==> src/rtl/cnt_wdg_pkg.sv <==
package cnt_wdg_pkg;
  localparam int PSC_W   = 8;
  localparam int RATIO_W = $clog2(PSC_W);
  localparam int MODE_W  = 6;

  // strobes from control to datapath
  typedef struct packed {
    logic               tmrEvt;
    logic               wdtEvt;
    logic               pscClr;
    logic               wdgClr;
    logic               cntLoad;
    logic               toWdt;
    logic [RATIO_W-1:0] ratio;
  } ctlStrobes_t;
endpackage

==> src/rtl/cnt_wdg_ctrl.sv <==
module cnt_wdg_ctrl
  import cnt_wdg_pkg::*;
(
  input  logic              clk,
  input  logic              rstN,
  input  logic              modeWe,
  input  logic [7:0]        modeWdata,
  output logic [MODE_W-1:0] modeQ,
  input  logic              extPin,
  input  logic              cycTick,
  input  logic              wdtTick,
  input  logic              wdtClr,
  input  logic              sleepCmd,
  input  logic              cntWe,
  output ctlStrobes_t       stb
);
  localparam int SYNC_N = 2;
  localparam logic [1:0] INH_CYC = 2'd2;

  logic [SYNC_N-1:0] pinSync;
  logic              pinLast;
  logic [1:0]        inhCnt;
  logic              pinRise, pinFall, pinEvt, srcEvt;

  always_ff @(posedge clk or negedge rstN) begin
    if (!rstN) modeQ <= '1;
    else if (modeWe) modeQ <= modeWdata[MODE_W-1:0];
  end

  // two-flop synchroniser, then edge detection
  always_ff @(posedge clk or negedge rstN) begin
    if (!rstN) begin
      pinSync <= '0;
      pinLast <= 1'b0;
    end else begin
      pinSync <= {pinSync[SYNC_N-2:0], extPin};
      pinLast <= pinSync[SYNC_N-1];
    end
  end

  assign pinRise = pinSync[SYNC_N-1] & ~pinLast;
  assign pinFall = ~pinSync[SYNC_N-1] & pinLast;
  assign pinEvt  = modeQ[4] ? pinFall : pinRise;
  assign srcEvt  = modeQ[5] ? pinEvt : cycTick;

  // count inhibit after a counter write, measured in instruction cycles
  always_ff @(posedge clk or negedge rstN) begin
    if (!rstN) inhCnt <= '0;
    else if (cntWe) inhCnt <= INH_CYC;
    else if (cycTick && inhCnt != 2'd0) inhCnt <= inhCnt - 2'd1;
  end

  always_comb begin
    stb.tmrEvt  = srcEvt && (inhCnt == 2'd0) && !cntWe;
    stb.wdtEvt  = wdtTick;
    stb.wdgClr  = wdtClr | sleepCmd;
    stb.toWdt   = modeQ[3];
    stb.pscClr  = cntWe | ((wdtClr | sleepCmd) & modeQ[3]);
    stb.cntLoad = cntWe;
    stb.ratio   = modeQ[RATIO_W-1:0];
  end
endmodule

==> src/rtl/cnt_wdg_dp.sv <==
module cnt_wdg_dp
  import cnt_wdg_pkg::*;
#(
  parameter int WDT_W = 8
) (
  input  logic        clk,
  input  logic        rstN,
  input  ctlStrobes_t stb,
  input  logic [7:0]  cntWdata,
  output logic [7:0]  cntQ,
  output logic        timeout
);
  logic [PSC_W-1:0] psc;
  logic [PSC_W-1:0] pscMask;
  logic [WDT_W-1:0] wdog;
  logic             pscIn, pscOut, tmrStep, wdgStep;
  int               maskLen;

  // ratio table is one step longer when dividing for the counter
  always_comb begin
    maskLen = int'(stb.ratio) + (stb.toWdt ? 0 : 1);
    for (int i = 0; i < PSC_W; i++) pscMask[i] = (i < maskLen);
  end

  assign pscIn   = stb.toWdt ? stb.wdtEvt : stb.tmrEvt;
  assign pscOut  = pscIn && ((psc & pscMask) == pscMask);
  assign tmrStep = stb.toWdt ? stb.tmrEvt : pscOut;
  assign wdgStep = stb.toWdt ? pscOut : stb.wdtEvt;

  always_ff @(posedge clk or negedge rstN) begin
    if (!rstN) psc <= '0;
    else if (stb.pscClr) psc <= '0;
    else if (pscIn) psc <= psc + 1'b1;
  end

  always_ff @(posedge clk or negedge rstN) begin
    if (!rstN) cntQ <= '0;
    else if (stb.cntLoad) cntQ <= cntWdata;
    else if (tmrStep) cntQ <= cntQ + 8'd1;
  end

  always_ff @(posedge clk or negedge rstN) begin
    if (!rstN) begin
      wdog    <= '0;
      timeout <= 1'b0;
    end else if (stb.wdgClr) begin
      wdog    <= '0;
      timeout <= 1'b0;
    end else if (wdgStep) begin
      wdog    <= wdog + 1'b1;
      timeout <= &wdog;
    end else begin
      timeout <= 1'b0;
    end
  end
endmodule

==> src/rtl/cnt_wdg_top.sv <==
module cnt_wdg_top
  import cnt_wdg_pkg::*;
#(
  parameter int WDT_W = 8
) (
  input  logic       clk,
  input  logic       rstN,
  input  logic       modeWe,
  input  logic [7:0] modeWdata,
  output logic [7:0] modeRd,
  input  logic       extPin,
  input  logic       cycTick,
  input  logic       wdtTick,
  input  logic       wdtClr,
  input  logic       sleepCmd,
  input  logic       cntWe,
  input  logic [7:0] cntWdata,
  output logic [7:0] cntRdata,
  output logic       wdtTimeout
);
  ctlStrobes_t       stb;
  logic [MODE_W-1:0] modeQ;

  cnt_wdg_ctrl u_ctrl (
    .clk(clk), .rstN(rstN), .modeWe(modeWe), .modeWdata(modeWdata),
    .modeQ(modeQ), .extPin(extPin), .cycTick(cycTick), .wdtTick(wdtTick),
    .wdtClr(wdtClr), .sleepCmd(sleepCmd), .cntWe(cntWe), .stb(stb)
  );

  cnt_wdg_dp #(.WDT_W(WDT_W)) u_dp (
    .clk(clk), .rstN(rstN), .stb(stb), .cntWdata(cntWdata),
    .cntQ(cntRdata), .timeout(wdtTimeout)
  );

  assign modeRd = {{(8-MODE_W){1'b0}}, modeQ};
endmodule

==> config.mk <==
export PLATFORM = sky130hd
export DESIGN_NAME = cnt_wdg_top
export DESIGN_NICKNAME = d
export VERILOG_FILES = /design/src/rtl/cnt_wdg_pkg.sv /design/src/rtl/cnt_wdg_ctrl.sv /design/src/rtl/cnt_wdg_dp.sv /design/src/rtl/cnt_wdg_top.sv
export SDC_FILE = /design/constraint.sdc
export NUM_CORES = 1
export LEC_CHECK = 0
export ABC_CLOCK_PERIOD_IN_PS = 3800
export BUFFER_PORTS_ARGS = -buffer_cell sky130_fd_sc_hd__buf_2
export CORE_ASPECT_RATIO = 0.7
export CORE_UTILIZATION = 30
export CTS_CLUSTER_SIZE = 8
export DETAILED_ROUTE_END_ITERATION = 8
export SYNTH_ARGS = -nofsm -noshare
export SYNTH_HDL_FRONTEND = slang
export SYNTH_SLANG_ARGS = --single-unit
==> constraint.sdc <==
create_clock -name clk -period 3.8 [get_ports clk]
set_clock_uncertainty 0.05 [all_clocks]
set_input_delay 0.19 -clock clk [delete_from_list [all_inputs] [get_ports clk]]
set_output_delay 0.19 -clock clk [all_outputs]
set_load 0.1 [all_outputs]
# After elaboration in Yosys (flattened, before gate mapping)
# Cells that the tools add are included.
# totals
elab_cells	58
out_inout_bits	17
regBits	36
input_bits	25
# classes
bitwise	8
eq_ne	1
reduce_logical	12
addsub	5
n_mux	16
n_lt_le_gt_ge	8
# op_table
operator	count
less-than comparator 4 x 32 -> 1 bit, first input constant	4
less-than comparator 3 x 32 -> 1 bit, first input constant	2
2-to-1 mux 8 bit	6
adder 4 x 32 -> 32 bit	1
less-than comparator 1 x 32 -> 1 bit, first input constant	1
less-than comparator 2 x 32 -> 1 bit, first input constant	1
adder 8 x 1 -> 8 bit, second input constant	3
nonzero test 2 bit	5
bitwise AND 8 bit	1
== test 8 bit	1
2-to-1 mux 1 bit	8
AND reduction 8 bit	1
logical AND 1 bit	4
2-to-1 mux 2 bit	2
bitwise AND 1 bit	3
logical NOT 2 bit	1
NOT 1 bit	2
bitwise OR 1 bit	2
subtractor 2 x 1 -> 2 bit, second input constant	1
logical NOT 1 bit	1

# Longest topological paths before layout
# logic_depth
ltp_word	11
depth_mapped	10
mapped_depth_nobuf	9

# Modules after synthesis
# A second synthesis with hierarchy kept.
# hier_totals
cells_unflattened	203
area_unflattened_um2	1990.7
# by_module_without_submodules
mod	n_inst	seq_area_each_um2	cells_per_inst	area_per_inst_um2
cnt_wdg_dp	1	625.6	161	1472.7
cnt_wdg_ctrl	1	282.8	39	499.2
cnt_wdg_top	1	0.0	3	18.8

# Worst setup path before layout
# No wires, ideal clock.
# synth_path
path_kind	register to register
from	register u_ctrl.modeQ[3]
to	register u_dp.cntQ[1]
path_stages_with_launch	10
path_slack_ps	651
setup_ps	125
period_less_slack_ps	3149
n_path_buf	0
arrival_ps	2974
required_ps	3625
path_cell_list	dfstp_2 inv_1 ha_1 ha_1 nor2b_1 o21ai_2 a2111oi_4 nor3b_2 mux2_1 mux2_2
# synth_via
elab_chain_cells	8
word_cells_on_any_way	16
classes_between	add/sub: 1; order compare: 8; eq/ne: 1; mux: 3; bitwise: 1; reduce/logical: 2
# synth_rtl
element	line_no	text
start, declared	cnt_wdg_ctrl.sv:8	output logic [MODE_W-1:0] modeQ,
start signal, assigned	cnt_wdg_ctrl.sv:27	else if (modeWe) modeQ <= modeWdata[MODE_W-1:0];
2-to-1 mux 1 bit	cnt_wdg_dp.sv:21	maskLen = int'(stb.ratio) + (stb.toWdt ? 0 : 1);
adder 4 x 32 -> 32 bit	cnt_wdg_dp.sv:21	
less-than comparator 1 x 32 -> 1 bit, or another cell as far along	cnt_wdg_dp.sv:22	for (int i = 0; i < PSC_W; i++) pscMask[i] = (i < maskLen);
bitwise AND 8 bit	cnt_wdg_dp.sv:26	assign pscOut = pscIn && ((psc & pscMask) == pscMask);
== test 8 bit	cnt_wdg_dp.sv:26	
logical AND 1 bit	cnt_wdg_dp.sv:26	
2-to-1 mux 1 bit (*)	cnt_wdg_dp.sv:27	assign tmrStep = stb.toWdt ? stb.tmrEvt : pscOut;
nonzero test 2 bit (no line) (*)	--	
end signal, assigned	cnt_wdg_dp.sv:38	else if (stb.cntLoad) cntQ <= cntWdata;
end signal, assigned	cnt_wdg_dp.sv:39	else if (tmrStep) cntQ <= cntQ + 8'd1;
end, declared	cnt_wdg_dp.sv:10	output logic [7:0] cntQ,
# Every way passes the cells marked *; elsewhere a longest branch is shown, timed or not.
# A chain may end at the register's enable or synchronous reset.

# Worst setup path in the final report
# Same ends and word-level chain as after synthesis.

==> impl_metrics.tcl <==
set metrics [dict create \
    syn_avg_cell_area_sq_um 9.559 \
    hp-class "in -> reg" \
    row_count 24 \
    dieArea_sq_um 7159 \
    core_area_sq_um 6396 \
    crit_type "reg -> reg" \
    yosysMostFrequentCell "dfrtp_1" \
    arrival_ns 3.16 \
    port_buffers 37 \
    rsz0062_at_grt "no" \
    routabilityCongestion 0.7474 \
    synthCells 214 \
    syn_to_final_growth_pct 17.68 \
    critical_path.max_fanout 12 \
    min_period_ns 3.037 \
    end_kind "flop" \
    setup_ws_ns 0.7628 \
    antenna_cells 0 \
    p_total_w 0.0009793 \
    cts_tree "yes" \
    cpMaxStageDelayCell "dfstp_2" \
    die_h_microns 71.09 \
    finalHoldViolations 0 \
    drive_above_1_share_pct 26.09 \
    ant_nets 0 \
    synth-seq-cells 36 \
    status "complete, no violations" \
    clock-sinks 36 \
    htreeDepth 2 \
    critPathLaunchType "flop" \
    grt_pass1_wl_microns 7348 \
    synthArstFlopShare_pct 100.0 \
    dp_hpwl_microns 3205 \
    slew_headroom_pct 46.23 \
    clockBufferDepth 2 \
    remaining_drc_errors 0 \
    power_leakage_nw 1.071 \
    slowest_delay_ns 0.64 \
    yosysTopAreaCell "dfrtp_1" \
    path_cells "inv_1, ha_1, ha_1, nor2b_1, o21ai_2, a2111oi_4, nor3b_2, buf_4, mux2_1, mux2_2" \
    clockRootBuffer "clkbuf_8" \
    synth_enable_flop_cells 0 \
    synth_common_cells "dfrtp_1 (30), nand2_1 (19), nor2_1 (17)" \
    drtIter0Drc 74 \
    wl_per_cell_microns 12.74 \
    yosysWarnings 0 \
    initial_utilization_pct 31.98 \
    timing.final.crit_share_pct 79.93 \
    critPathRequiredTime_ns 3.92 \
    cap_violations 0 \
    gr-usage-all-layers_pct 13.43 \
    grt_max_degree 37 \
    post-place-ws_ns 0.7743 \
    gr-total-overflow 0 \
    synth_top_area_share_pct 36.70 \
    path_clk_slew_ns 0.07 \
    r2r_slack_ns 0.76 \
    crit_path_frequent_cell "ha_1" \
    finalWirelength_microns 4382 \
    layout.filler_cells 672 \
    io_pins 42 \
    power_density_nw_per_um2 406.8 \
    ys_seq_area_share_pct 44.40 \
    finalSetupTns_ns 0 \
    cts_buffers 5 \
    drtPass1Iterations 4 \
    synth_area_leaders "dfrtp_1 (37%), dfstp_2 (7.7%), ha_1 (3.7%)" \
    fin_nets 283 \
    netlist_area_sq_um 2046 \
    grt_pass1_vias 1615 \
    synth_ff_type "dfrtp_1" \
    vias_per_cell 4.788 \
    vias 1647 \
    irDropWorstVdd_mv 0.1251 \
    antenna_found_initial 0 \
    worstSkewPairLatency_ns 0.29 \
    fmax_mhz 329.3 \
    finalMaxSlewViolations 0 \
    finalSetupViolCount 0 \
    dieWidth_microns 100.7 \
    worstMarginPinSlew_ns 0.8066 \
    synth.distinct_cells 48 \
]
==> worst paths after layout <==
| path | to | cells after the start | start |
|---|---|---|---|
| min reg2reg | u_ctrl.pinSync[1] | 0 | u_ctrl.pinSync[0] |
| min in group asynchronous | u_dp.wdog[7] | 2 | rstN |
| min | u_dp.cntQ[5] | 3 | cntWdata[5] |
| max in group asynchronous | u_dp.wdog[2] | 2 | rstN |
| max reg2reg | u_dp.cntQ[1] | 10 | u_ctrl.modeQ[3] |
| max | u_dp.cntQ[1] | 10 | u_ctrl.modeQ[3] |
==> where the power goes <==
group          switching (W)  leakage, nW  internal, W  total (W)
registers          0.0000217        0.455     0.000409   0.000431
logic               0.000207        0.574    0.0000758   0.000283
clock network       0.000137       0.0422     0.000129   0.000266
total               0.000366         1.07     0.000614   0.000979
==> repair_timing <==
action,4_1_cts,5_1_grt
hold buffers,2,0
buffers inserted,0,0
gates resized for setup,0,0
endpoints found under the setup margin,0,0
hold endpoints to repair,31,0
==> cells in the final DEF (no fill, tap or decap), types with 6 or more instances in the layout <==
master	n
ha_1	6
nor2_1	17
nand3_1	12
inv_1	11
buf_2	37
o21ai_0	11
dfrtp_1	30
xnor2_1	7
a21oi_1	11
or3_1	6
dfstp_2	6
nand2_1	19
==> area by class of cell <==
cell class | instances | area (sq um) | area share, %
Sequential cell | 36 | 908.4 | 37.73
Timing Repair Buffer | 40 | 212.7 | 8.836
Clock buffer | 7 | 76.32 | 3.170
Multi-Input combinational cell | 158 | 1050 | 43.61
Inverter | 11 | 41.29 | 1.715
Tap cell | 91 | 113.9 | 4.730
Clock inverter | 1 | 5.005 | 0.2079
==> kinds of logic (layout without fill, tap and decap cells) <==
kind of cell / count (synthesis) / in the layout / share of synthesized area [%]
muxes: 8 / 8 / 4.281
buffers and inverters: 21 / 59 / 4.464
other: 1 / 2 / 0.1833
AOI/OAI and AO/OA: 43 / 43 / 16.15
adders and majority gates: 6 / 6 / 3.670
DFF: 36 / 36 / 44.40
and+or+nand+nor: 91 / 91 / 23.43
xor gates and xnor gates: 8 / 8 / 3.425
==> sequential cells by signal (all words and copies together), names as in the netlist <==
register        flops
u_dp.psc            8
u_ctrl.pinLast      1
u_ctrl.modeQ        6
u_ctrl.inhCnt       2
u_dp.timeout        1
u_ctrl.pinSync      2
u_dp.wdog           8
u_dp.cntQ           8
==> metrics by stage <==
stage,std cells,util (%),hold slack [ns],instance area [sq um]
after floorplan,215,-,-0.1556,2049
after global placement,334,36.05,0.2535,2306
after detailed placement,334,36.05,0.2566,2306
after CTS,344,37.64,0.04757,2407
after global routing,344,37.64,0.06933,2407
final,344,37.64,0.05522,2407
==> metal layers <==
metal / GRT usage (%) / up-vias / routed length (microns)
li1: - / 824 / -
met1: 17.82 / 795 / 2249
met2: 20.55 / 24 / 1921
met3: 4.150 / 4 / 155
met4: 5.153 / 0 / 55
met5: 0 / - / 0
==> worst max-delay path, delay by kind of cell (launching register included) <==
| kind | cells | cell delay [ns] |
|---|---|---|
| flops | 1 | 0.64 |
| fa+ha+maj | 2 | 0.58 |
| mux | 2 | 0.55 |
| compound gates | 2 | 0.48 |
| buf+inv | 2 | 0.33 |
| simple gates | 2 | 0.29 |
Power figures use the tool's default switching activity.
